File: config.mk
export PLATFORM = sky130hd
export DESIGN_NAME = exc_entry_unit
export DESIGN_NICKNAME = d
export VERILOG_FILES = /design/src/rtl/exc_entry_pkg.sv /design/src/rtl/exc_prio_sel.sv /design/src/rtl/exc_vec_gen.sv /design/src/rtl/exc_dis_flag.sv /design/src/rtl/exc_entry_unit.sv
export SDC_FILE = /design/constraint.sdc
export NUM_CORES = 1
export LEC_CHECK = 0
export ABC_AREA = 1
export BUFFER_PORTS_ARGS = -buffer_cell sky130_fd_sc_hd__buf_2
export CAP_MARGIN = 20
export CORE_AREA = 2 2 166 168
export DETAILED_ROUTE_END_ITERATION = 6
export DIE_AREA = 0 0 168 170
export HOLD_SLACK_MARGIN = 0.06
export SYNTH_ARGS = -nofsm -noshare
export SYNTH_HDL_FRONTEND = slang
export SYNTH_SLANG_ARGS = --single-unit
File: constraint.sdc
create_clock -name clk_i -period 3.5 [get_ports clk_i]
set_clock_uncertainty 0.05 [all_clocks]
set_input_delay 0.35 -clock clk_i [delete_from_list [all_inputs] [get_ports clk_i]]
set_output_delay 0.35 -clock clk_i [all_outputs]
set_load 0.01 [all_outputs]
File: src/rtl/exc_entry_pkg.sv
package exc_entry_pkg;
  localparam int unsigned XLEN   = 32;
  localparam int unsigned NCAUSE = 4;
  localparam int unsigned PFX_LO = 16;   // prefix occupies [XLEN-1:PFX_LO]
  localparam int unsigned OFF_LO = 4;    // offset occupies [PFX_LO-1:OFF_LO]
  localparam int unsigned INSN_B = 4;

  localparam int unsigned MSR_CE = 17;
  localparam int unsigned MSR_EE = 15;
  localparam int unsigned MSR_ME = 12;
  localparam int unsigned MSR_DE = 9;

  localparam int unsigned ESR_PIL = 27;
  localparam int unsigned ESR_PPR = 26;
  localparam int unsigned ESR_PTR = 25;

  // index is priority: lower wins
  typedef enum logic [1:0] {
    CAUSE_PRG = 2'd0,
    CAUSE_SC  = 2'd1,
    CAUSE_DEC = 2'd2,
    CAUSE_EXT = 2'd3
  } cause_e;

  localparam logic [XLEN-1:0] MSR_KEEP =
    (XLEN'(1) << MSR_CE) | (XLEN'(1) << MSR_ME) | (XLEN'(1) << MSR_DE);
endpackage

File: src/rtl/exc_prio_sel.sv
module exc_prio_sel #(
  parameter int unsigned N = 4
) (
  input  logic [N-1:0] req_i,
  output logic [N-1:0] gnt_o,
  output logic         any_o
);
  always_comb begin
    logic found;
    found = 1'b0;
    gnt_o = '0;
    for (int i = 0; i < N; i++) begin
      if (req_i[i] && !found) begin
        gnt_o[i] = 1'b1;
        found    = 1'b1;
      end
    end
    any_o = found;
  end
endmodule

File: src/rtl/exc_vec_gen.sv
module exc_vec_gen #(
  parameter int unsigned N      = 4,
  parameter int unsigned XLEN   = 32,
  parameter int unsigned PFX_LO = 16,
  parameter int unsigned OFF_LO = 4
) (
  input  logic [XLEN-1:0]        pfx_i,
  input  logic [N-1:0][XLEN-1:0] off_i,
  input  logic [N-1:0]           gnt_i,
  output logic [XLEN-1:0]        vec_o
);
  localparam int unsigned OFF_W = PFX_LO - OFF_LO;

  logic [N-1:0][OFF_W-1:0] fld;

  for (genvar g = 0; g < N; g++) begin : g_fld
    assign fld[g] = gnt_i[g] ? off_i[g][PFX_LO-1:OFF_LO] : '0;
  end

  always_comb begin
    logic [OFF_W-1:0] sel;
    sel = '0;
    for (int i = 0; i < N; i++) sel |= fld[i];
    vec_o = {pfx_i[XLEN-1:PFX_LO], sel, {OFF_LO{1'b0}}};
  end
endmodule

File: src/rtl/exc_dis_flag.sv
module exc_dis_flag (
  input  logic clk_i,
  input  logic rst_ni,
  input  logic set_i,
  input  logic clr_i,
  output logic flag_o
);
  always_ff @(posedge clk_i or negedge rst_ni) begin
    if (!rst_ni)     flag_o <= 1'b0;
    else if (set_i)  flag_o <= 1'b1;   // set wins over clear
    else if (clr_i)  flag_o <= 1'b0;
  end
endmodule

File: src/rtl/exc_entry_unit.sv
module exc_entry_unit
  import exc_entry_pkg::*;
(
  input  logic            clk_i,
  input  logic            rst_ni,
  input  logic [XLEN-1:0] pc_i,
  input  logic [XLEN-1:0] npc_i,
  input  logic [XLEN-1:0] msr_i,
  input  logic            tmr_die_i,
  input  logic            dec_evt_i,
  input  logic            dec_clr_i,
  input  logic [XLEN-1:0] vpfx_i,
  input  logic [XLEN-1:0] voff_prg_i,
  input  logic [XLEN-1:0] voff_sc_i,
  input  logic [XLEN-1:0] voff_dec_i,
  input  logic [XLEN-1:0] voff_ext_i,
  input  logic            prg_ill_i,
  input  logic            prg_priv_i,
  input  logic            prg_trap_i,
  input  logic            sc_i,
  input  logic            ext_i,
  output logic            redir_vld_o,
  output logic [XLEN-1:0] redir_pc_o,
  output logic [XLEN-1:0] srr0_o,
  output logic [XLEN-1:0] srr1_o,
  output logic [XLEN-1:0] msr_o,
  output logic [XLEN-1:0] esr_o,
  output logic            dis_o
);
  logic                     dis_q;
  logic                     ee;
  logic [NCAUSE-1:0]        req, gnt;
  logic                     take;
  logic [NCAUSE-1:0][XLEN-1:0] off, ret;
  logic [XLEN-1:0]          vec, ret_sel, esr_nxt;

  exc_dis_flag u_dis (
    .clk_i  (clk_i),
    .rst_ni (rst_ni),
    .set_i  (dec_evt_i),
    .clr_i  (dec_clr_i),
    .flag_o (dis_q)
  );

  assign ee = msr_i[MSR_EE];

  always_comb begin
    req            = '0;
    req[CAUSE_PRG] = prg_ill_i | prg_priv_i | prg_trap_i;
    req[CAUSE_SC]  = sc_i;
    req[CAUSE_DEC] = dis_q & tmr_die_i & ee;
    req[CAUSE_EXT] = ext_i & ee;
  end

  exc_prio_sel #(.N(NCAUSE)) u_prio (
    .req_i (req),
    .gnt_o (gnt),
    .any_o (take)
  );

  always_comb begin
    off            = '0;
    off[CAUSE_PRG] = voff_prg_i;
    off[CAUSE_SC]  = voff_sc_i;
    off[CAUSE_DEC] = voff_dec_i;
    off[CAUSE_EXT] = voff_ext_i;
    ret            = '0;
    ret[CAUSE_PRG] = pc_i;
    ret[CAUSE_SC]  = pc_i + XLEN'(INSN_B);
    ret[CAUSE_DEC] = npc_i;
    ret[CAUSE_EXT] = npc_i;
  end

  exc_vec_gen #(
    .N      (NCAUSE),
    .XLEN   (XLEN),
    .PFX_LO (PFX_LO),
    .OFF_LO (OFF_LO)
  ) u_vec (
    .pfx_i (vpfx_i),
    .off_i (off),
    .gnt_i (gnt),
    .vec_o (vec)
  );

  always_comb begin
    ret_sel = '0;
    for (int i = 0; i < NCAUSE; i++)
      if (gnt[i]) ret_sel |= ret[i];
  end

  always_comb begin
    esr_nxt = '0;
    if (prg_ill_i)       esr_nxt[ESR_PIL] = 1'b1;
    else if (prg_priv_i) esr_nxt[ESR_PPR] = 1'b1;
    else                 esr_nxt[ESR_PTR] = 1'b1;
  end

  always_ff @(posedge clk_i or negedge rst_ni) begin
    if (!rst_ni) begin
      redir_vld_o <= 1'b0;
      redir_pc_o  <= '0;
      srr0_o      <= '0;
      srr1_o      <= '0;
      msr_o       <= '0;
      esr_o       <= '0;
    end else begin
      redir_vld_o <= take;
      if (take) begin
        redir_pc_o <= vec;
        srr0_o     <= ret_sel;
        srr1_o     <= msr_i;
        msr_o      <= msr_i & MSR_KEEP;
        if (gnt[CAUSE_PRG]) esr_o <= esr_nxt;
      end
    end
  end

  assign dis_o = dis_q;
endmodule

Word-level counts from Yosys, hierarchy flattened:

Index checks and enable logic that the tools add are counted.

* output and inout bits: 162
* word-level logic and storage cells: 48
* register bits: 100

* add/sub/neg operators: 1
* bitwise logic cells: 11
* multiplexer cells: 21
* reduce and logical (&&, ||, !) cells: 8

Operator list (number)
* $mux W32: 4
* $or A32 B32 Y32: 3
* $mux W12: 4
* $or A12 B12 Y12: 3
* $add A32 B3 Y32 const B: 1
* $mux W1: 12
* $and A1 B1 Y1: 3
* $logic_and A1 B1 Y1: 3
* $logic_not A1 Y1: 3
* $mux W2: 1
* $or A1 B1 Y1: 2
* $reduce_and A2 Y1: 1
* $reduce_bool A2 Y1: 1

Depth between registers and ports, before layout:

Gate-level depths: netlist (run 1).

* depth in word-level cells: 14
* gate-level depth with buffers: 10
* depth with buffers taken out: 10

By module:

Synthesis (run 1) repeated with hierarchy kept, for this count alone.

* cells, all modules: 877
* area, all modules: 6213.5 µm²

Modules (own cells, without submodules)
* exc_entry_unit: sequential area each 2502.4 µm², instances 1, cells an instance 729, area each 5522.8 µm²
* exc_vec_gen: sequential area each 0.0 µm², instances 1, cells an instance 133, area each 604.3 µm²
* exc_prio_sel: sequential area each 0.0 µm², instances 1, cells an instance 10, area each 46.3 µm²
* exc_dis_flag: sequential area each 25.0 µm², instances 1, cells an instance 5, area each 40.0 µm²

Least setup slack after synthesis (run 1):

No wires, ideal clock.

* path type: register -> register
* from: register u_dis.flag_o
* to: register srr0_o[17]
* stages on the path, launching flop included: 8
* arrival: 1.381 ns
* path slack: 1.940 ns
* required time: 3.321 ns
* buffers on the path: 1
* clock period less this slack: 1.560 ns
* library setup time: 0.129 ns
* cells stage by stage: dfrtp_1 > nand3_1 > inv_1 > o21ai_2 > inv_2 > buf_6 > a22oi_1 > nand3_1

* longest elaborated chain between the ends: 8

RTL lines
* from (decl): RTL line exc_dis_flag.sv:6 `output logic flag_o`
* from (signal assigned): RTL line exc_dis_flag.sv:9 `if (!rst_ni) flag_o <= 1'b0;`
* from (signal assigned): RTL line exc_dis_flag.sv:10 `else if (set_i) flag_o <= 1'b1;`
* from (signal assigned): RTL line exc_dis_flag.sv:11 `else if (clr_i) flag_o <= 1'b0;`
* $and A1 B1 Y1 * (2 in series): RTL line exc_entry_unit.sv:51 `req[CAUSE_DEC] = dis_q & tmr_die_i & ee;`
* $logic_and A1 B1 Y1 *: RTL line exc_prio_sel.sv:13 `if (req_i[i] && !found) begin`
* $mux W1: RTL line exc_prio_sel.sv:13
* $logic_not A1 Y1: RTL line exc_prio_sel.sv:13
* $logic_and A1 B1 Y1: RTL line exc_prio_sel.sv:13
* $mux W1: RTL line exc_prio_sel.sv:13
* $mux W32: RTL line exc_entry_unit.sv:89 `if (gnt[i]) ret_sel |= ret[i];`
* to (signal assigned): RTL line exc_entry_unit.sv:111 `srr0_o <= ret_sel;`
* to (decl): RTL line exc_entry_unit.sv:24 `output logic [XLEN-1:0] srr0_o,`

Every way passes the cells marked *; elsewhere a longest branch is shown, timed or not.
A chain may end at the register's enable or synchronous reset.

Final worst setup path (run 1):

* from: register u_dis.flag_o
* to: register srr0_o[27]

The elaborated chain is that of the path after synthesis.

==> impl_metrics.env, run 1 <==
export IMPL_period_share_pct=62.98
export IMPL_outcome="finished clean"
export IMPL_synth_area_um2=5742
export IMPL_synth_top_cell_area_share_pct=42.28
export IMPL_cts_buffers=9
export IMPL_yosys_area_top_type="dfrtp_1"
export IMPL_dp_slack_ps=1067
export IMPL_rows=60
export IMPL_place_gp_congestion=0.8752
export IMPL_synthFlopType="dfrtp_1"
export IMPL_slew_violations=0
export IMPL_yosysUniqueCellTypes=33
export IMPL_seq_area_frac_synth_pct=42.28
export IMPL_postCtsSetupBuffers=0
export IMPL_root_buffer="clkbuf_16"
export IMPL_nNetsFinal=1335
export IMPL_crit_fanout=82
export IMPL_grt_pass1_vias=5570
export IMPL_switching_power_mw=0.8613
export IMPL_core_um2=26650
export IMPL_cts_sinks=97
export IMPL_ys_async_sr_fraction_pct=100.0
export IMPL_vias_per_cell=4.155
export IMPL_postRouteWirelength_um=21070
export IMPL_p_clk_share_pct=37.1
export IMPL_seq_area_um2=2427
export IMPL_vias=5887
export IMPL_p_comb_share_pct=18.1
export IMPL_synth_edf_count=0
export IMPL_worst_slew_pin_slew_ps=902.5
export IMPL_ys_seq_elements=97
export IMPL_synth_area_leaders="dfrtp_1 (42%), nand2_1 (22%), buf_4 (9.7%), nor2_1 (5.9%), a21oi_1 (3.8%)"
export IMPL_die_width_um=168
export IMPL_period_minus_slack_ps=2204
export IMPL_hold_viol=0
export IMPL_cp_end_kind="flop"
export IMPL_cp_data_arrival_time_ps=2390
export IMPL_cts_tree="yes"
export IMPL_min_path_cells=2
export IMPL_internal_power_mw=1.914
export IMPL_syn_area_per_cell_um2=7.071
export IMPL_rsz0062_at_grt="no"
export IMPL_worst_hold_path_type="in2reg"
export IMPL_path_clk_slew_ps=80
export IMPL_grtUsageTotal_pct=14.30
export IMPL_portBuffers=269
export IMPL_io_pins=428
export IMPL_drt_pass1_iterations=5
export IMPL_fp_dieArea_um2=28560
export IMPL_cts_resized_gates=0
export IMPL_power_leakage_nw=3.994
export IMPL_initial_core_util_pct=21.54
export IMPL_max_freq_mhz=453.7
export IMPL_finalSetupTns_ps=0
export IMPL_wire_per_inst_um=14.87
export IMPL_critPathKind="reg2reg"
export IMPL_seq_power_share_pct=44.8
export IMPL_worst_r2r_cell_count=6
export IMPL_grt_pass1_wl_um=31400
export IMPL_first_iter_violations=341
export IMPL_worstPathRequired_ps=3690
export IMPL_die_h_um=170
export IMPL_whs_ps=125.7
export IMPL_cts_max_level=3
export IMPL_slew_headroom_pct=39.83
export IMPL_synthCells=812
export IMPL_synth_most_common_cell="nand2_1"
export IMPL_worstSetupStartpointType="flop"
export IMPL_area_growth_syn_to_layout_pct=30.12
export IMPL_multiInputGateArea_um2=2699
export IMPL_ys_warn_count=0
export IMPL_switching_share_pct=31.03
export IMPL_peakVddDrop_uv=222.3
export IMPL_hpwl_um=16140
export IMPL_grt_overflow=0
export IMPL_powerDensity_nw_per_um2=371.5
export IMPL_drive_above_1_share_pct=28.33
export IMPL_yosys_top_cells_count="nand2_1 (333), dfrtp_1 (97), nor2_1 (91)"
export IMPL_timing_final_ws_setup_ps=1296
export IMPL_cts_buffer_depth=2
export IMPL_grt_max_degree=83
export IMPL_setup_viol_count_final=0
export IMPL_fillers=3011
export IMPL_antenna_left=0
export IMPL_insertion_delay_ps=340
export IMPL_antenna_found_initial=3
export IMPL_drc=0
export IMPL_cap_violations=0
cells by family (layout without fill, tap and decap cells):
group / count (synthesis) / after routing / share of synthesized area (%)
other: 1 / 65 / 0.06531
adders and majority gates: 1 / 1 / 0.2179
AOI/OAI and AO/OA: 87 / 87 / 8.716
DFF: 97 / 97 / 42.28
and+or+nand+nor: 481 / 481 / 33.28
buffers and inverters: 141 / 341 / 14.84
xor gates and xnor gates: 4 / 4 / 0.6103
flip-flops by register name, summed over array words and instances, names as in the netlist:
| register | cells |
|---|---|
| redir_vld_o | 1 |
| esr_o | 3 |
| srr0_o | 32 |
| u_dis.flag_o | 1 |
| redir_pc_o | 28 |
| srr1_o | 32 |
layer usage:
metal  GRT usage (%)  wire [µm]
met2           23.46       9931
met4           4.915        479
met1           18.29       9306
met3           3.698       1335
met5               0         13
layout make-up:
cell class	count	area share, %
clock buffers	10	3.199
multi-input cells	635	36.12
flip-flops and latches	97	32.49
repair buffers	277	19.06
diodes	3	0.1005
inverters	48	2.479
well taps	341	5.711
clock inverters	6	0.8374
power by group through the flow:
stage | Sequential (mW) | Clock (mW) | Combinational, mW
finish | 1.24 | 1.03 | 0.503
global route | 1.25 | 1.11 | 0.563
CTS | 1.24 | 1.08 | 0.510
detailed placement | 1.26 | 0 | 0.508
global placement | 1.26 | 0 | 0.504
floorplan | 1.30 | 0 | 0.238
worst max-delay path, cell delays in order, from the launching register on:
cell and delay (ps):
dfrtp_1 410, nand3_1 270, nand3_4 190, buf_4 690, o21ai_0 240, nor2_1 140, a21oi_1 70
stage by stage:
stage	cell area [µm²]	cells	utilization [%]	power, mW
4_1_cts	7463	1414	28.00	2.833
3_3_place_gp	7152	1397	26.84	1.765
3_5_place_dp	7152	1397	26.84	1.771
5_1_grt	7468	1416	28.02	2.928
2_1_floorplan	5971	873	-	1.541
6_report	7471	1417	28.03	2.775
path summary, 6_finish.rpt:
check	start	to	slack, ps
worst max-delay path	u_dis.flag_o	srr0_o[27]	1300
worst min-delay path	dec_clr_i	u_dis.flag_o	130
worst max register to register	u_dis.flag_o	srr0_o[27]	1300
worst min register to register	srr1_o[16]	srr1_o[16]	420
max in group asynchronous	rst_ni	srr0_o[19]	2100
min in group asynchronous	rst_ni	srr0_o[1]	520
repair_timing:
item                                    4_1_cts  5_1_grt
hold buffers                                  1        0
endpoints found under the hold margin        46        0
endpoints found under the setup margin        0        0
cells in the final DEF (no fill, tap or decap), types with 4 or more instances in the layout:
cell and n:
inv_1 46, buf_4 7, o21ai_0 17, conb_1 62, a21oi_1 44, a22oi_1 12
clkbuf_16 9, o21bai_1 5, nor2_1 91, clkinv_4 4, buf_2 268, nand4_1 7
dfrtp_1 97, nand3_1 38, nand2_1 333
Power figures use the tool's default switching activity.
==> run 2, diff against run 1 <==
- CORE_AREA: 2 2 166 168 -> 2 2 167 169
- DIE_AREA: 0 0 168 170 -> 0 0 169 171
- clock period: 3.5 -> 2.2 ns (I/O delays scaled with it)
==> impl_metrics.env, run 2 (synthesized netlist as in run 1, its figures left out) <==
export IMPL_drive_above_1_share_pct=26.75
export IMPL_portBuffers=269
export IMPL_die_h_um=171
export IMPL_cts_tree="yes"
export IMPL_hold_viol=0
export IMPL_postRouteWirelength_um=22420
export IMPL_grt_overflow=0
export IMPL_cts_sinks=97
export IMPL_initial_core_util_pct=21.01
export IMPL_largestRegisters="srr0_o x32, srr1_o x32, redir_pc_o x28"
export IMPL_final_area_um2=8463
export IMPL_cap_violations=0
export IMPL_worst_slew_pin_slew_ps=651.7
export IMPL_cts_buffer_depth=2
export IMPL_cp_data_arrival_time_ps=2230
export IMPL_rsz0062_at_grt="no"
export IMPL_cts_max_level=3
export IMPL_finalSetupTns_ps=0
export IMPL_max_freq_mhz=492.2
export IMPL_setup_viol_count_final=0
export IMPL_cts_buffers=9
export IMPL_first_iter_violations=401
export IMPL_fp_dieArea_um2=28900
export IMPL_worst_hold_path_type="in2reg"
export IMPL_rows=61
export IMPL_cp_end_kind="flop"
export IMPL_grt_pass1_wl_um=32890
export IMPL_antenna_found_initial=3
export IMPL_path_clk_slew_ps=80
export IMPL_whs_ps=76.73
export IMPL_final_common_cell="nand2_1"
export IMPL_mostFrequentLayoutCells="nand2_1 (333), buf_2 (268), dfrtp_1 (97)"
export IMPL_critPathKind="in2reg"
export IMPL_die_width_um=169
export IMPL_fillers=2915
export IMPL_drt_pass1_iterations=6
export IMPL_worstSetupStartpointType="input port"
export IMPL_hpwl_um=16440
export IMPL_wire_per_inst_um=14.72
export IMPL_crit_fanout=24
export IMPL_period_share_pct=92.36
export IMPL_antenna_left=0
export IMPL_worstPathRequired_ps=2400
export IMPL_drc=0
export IMPL_grtUsageTotal_pct=14.92
export IMPL_placed_area_um2=7266
export IMPL_io_pins=428
export IMPL_root_buffer="clkbuf_16"
export IMPL_slew_violations=0
export IMPL_grt_pass1_vias=5969
export IMPL_area_growth_syn_to_layout_pct=47.40
export IMPL_outcome="finished clean"
export IMPL_vias=6402
export IMPL_core_um2=27320
export IMPL_place_gp_congestion=0.8975
export IMPL_final_util_pct=30.97
export IMPL_postCtsSetupBuffers=0
export IMPL_period_minus_slack_ps=2032
export IMPL_finalPower_mw=4.526
export IMPL_nNetsFinal=1436
export IMPL_powerDensity_nw_per_um2=534.7
export IMPL_insertion_delay_ps=360
export IMPL_grt_max_degree=52
export IMPL_peakVddDrop_uv=266.9
export IMPL_slew_headroom_pct=56.55
export IMPL_power_leakage_nw=4.419
export IMPL_vias_per_cell=4.204
[run 2: cell count changes in the layout (fill, tap and decap cells not counted)]
cell	change
clkinv_8	-1
dlygate4sd3_1	+90
clkinv_4	-3
clkbuf_1	+1
buf_12	+2
buf_4	+9
clkbuf_8	-1
clkinvlp_4	+1
clkinv_2	+1
inv_6	+2
[run 2: cell type report]
cell class,instances,area (µm²),area share [%]
diodes,3,7.507,0.08870
clock buffers,10,229.0,2.706
clock inverters,6,50.05,0.5914
inverters,48,185.2,2.188
multi-input cells,635,2699,31.89
flip-flops and latches,97,2427,28.68
well taps,346,432.9,5.115
repair buffers,378,2432,28.74
[run 2: worst paths after layout]
check                             start  cells after the start  slack (ps)         end
max                          prg_priv_i                     11         170  srr0_o[11]
min in group asynchronous        rst_ni                      2         370  srr1_o[13]
min                           npc_i[20]                      3          80  srr0_o[20]
min reg2reg                  srr1_o[16]                      2         420  srr1_o[16]
max in group asynchronous        rst_ni                      3        1020  srr1_o[26]
max reg2reg                u_dis.flag_o                      8         420   srr0_o[5]
[run 2: critical path, stage by stage]
cell	delay, ps
dlygate4sd3_1	540
buf_2	130
nor2_2	140
nand2_2	130
buf_4	270
nor2_1	260
nand2_1	160
o21ai_0	180
nand2_1	70
nand2_1	60
a21oi_1	60
[run 2: layer usage]
metal	vias up	part of all wire [%]	track usage (%)	wire [µm]
met1	2993	44	19.76	9974
met5	-	0	0	0
met2	245	47	24.00	10560
li1	3135	-	-	-
met3	29	6.1	3.007	1364
met4	0	2.3	5.686	523
[run 2: what timing repair did]
item                      in CTS  in global routing
hold buffers                  91                  0
resized for setup              0                  0
hold endpoints to repair     112                  0
[run 2: metrics by stage]
step	setup slack, ps	std cells
2_1_floorplan	639.8	873
3_3_place_gp	358.3	1413
3_5_place_dp	335.5	1413
4_1_cts	166.9	1520
5_1_grt	11.31	1523
6_report	168.1	1523
[run 2: where the power goes]
group          switching [mW]  internal (mW)  total, mW  leakage (nW)
registers              0.0691           1.91       1.98          1.14
logic                   0.521          0.423      0.944          3.15
clock network           0.816          0.787       1.60         0.135
total                    1.41           3.12       4.53          4.42
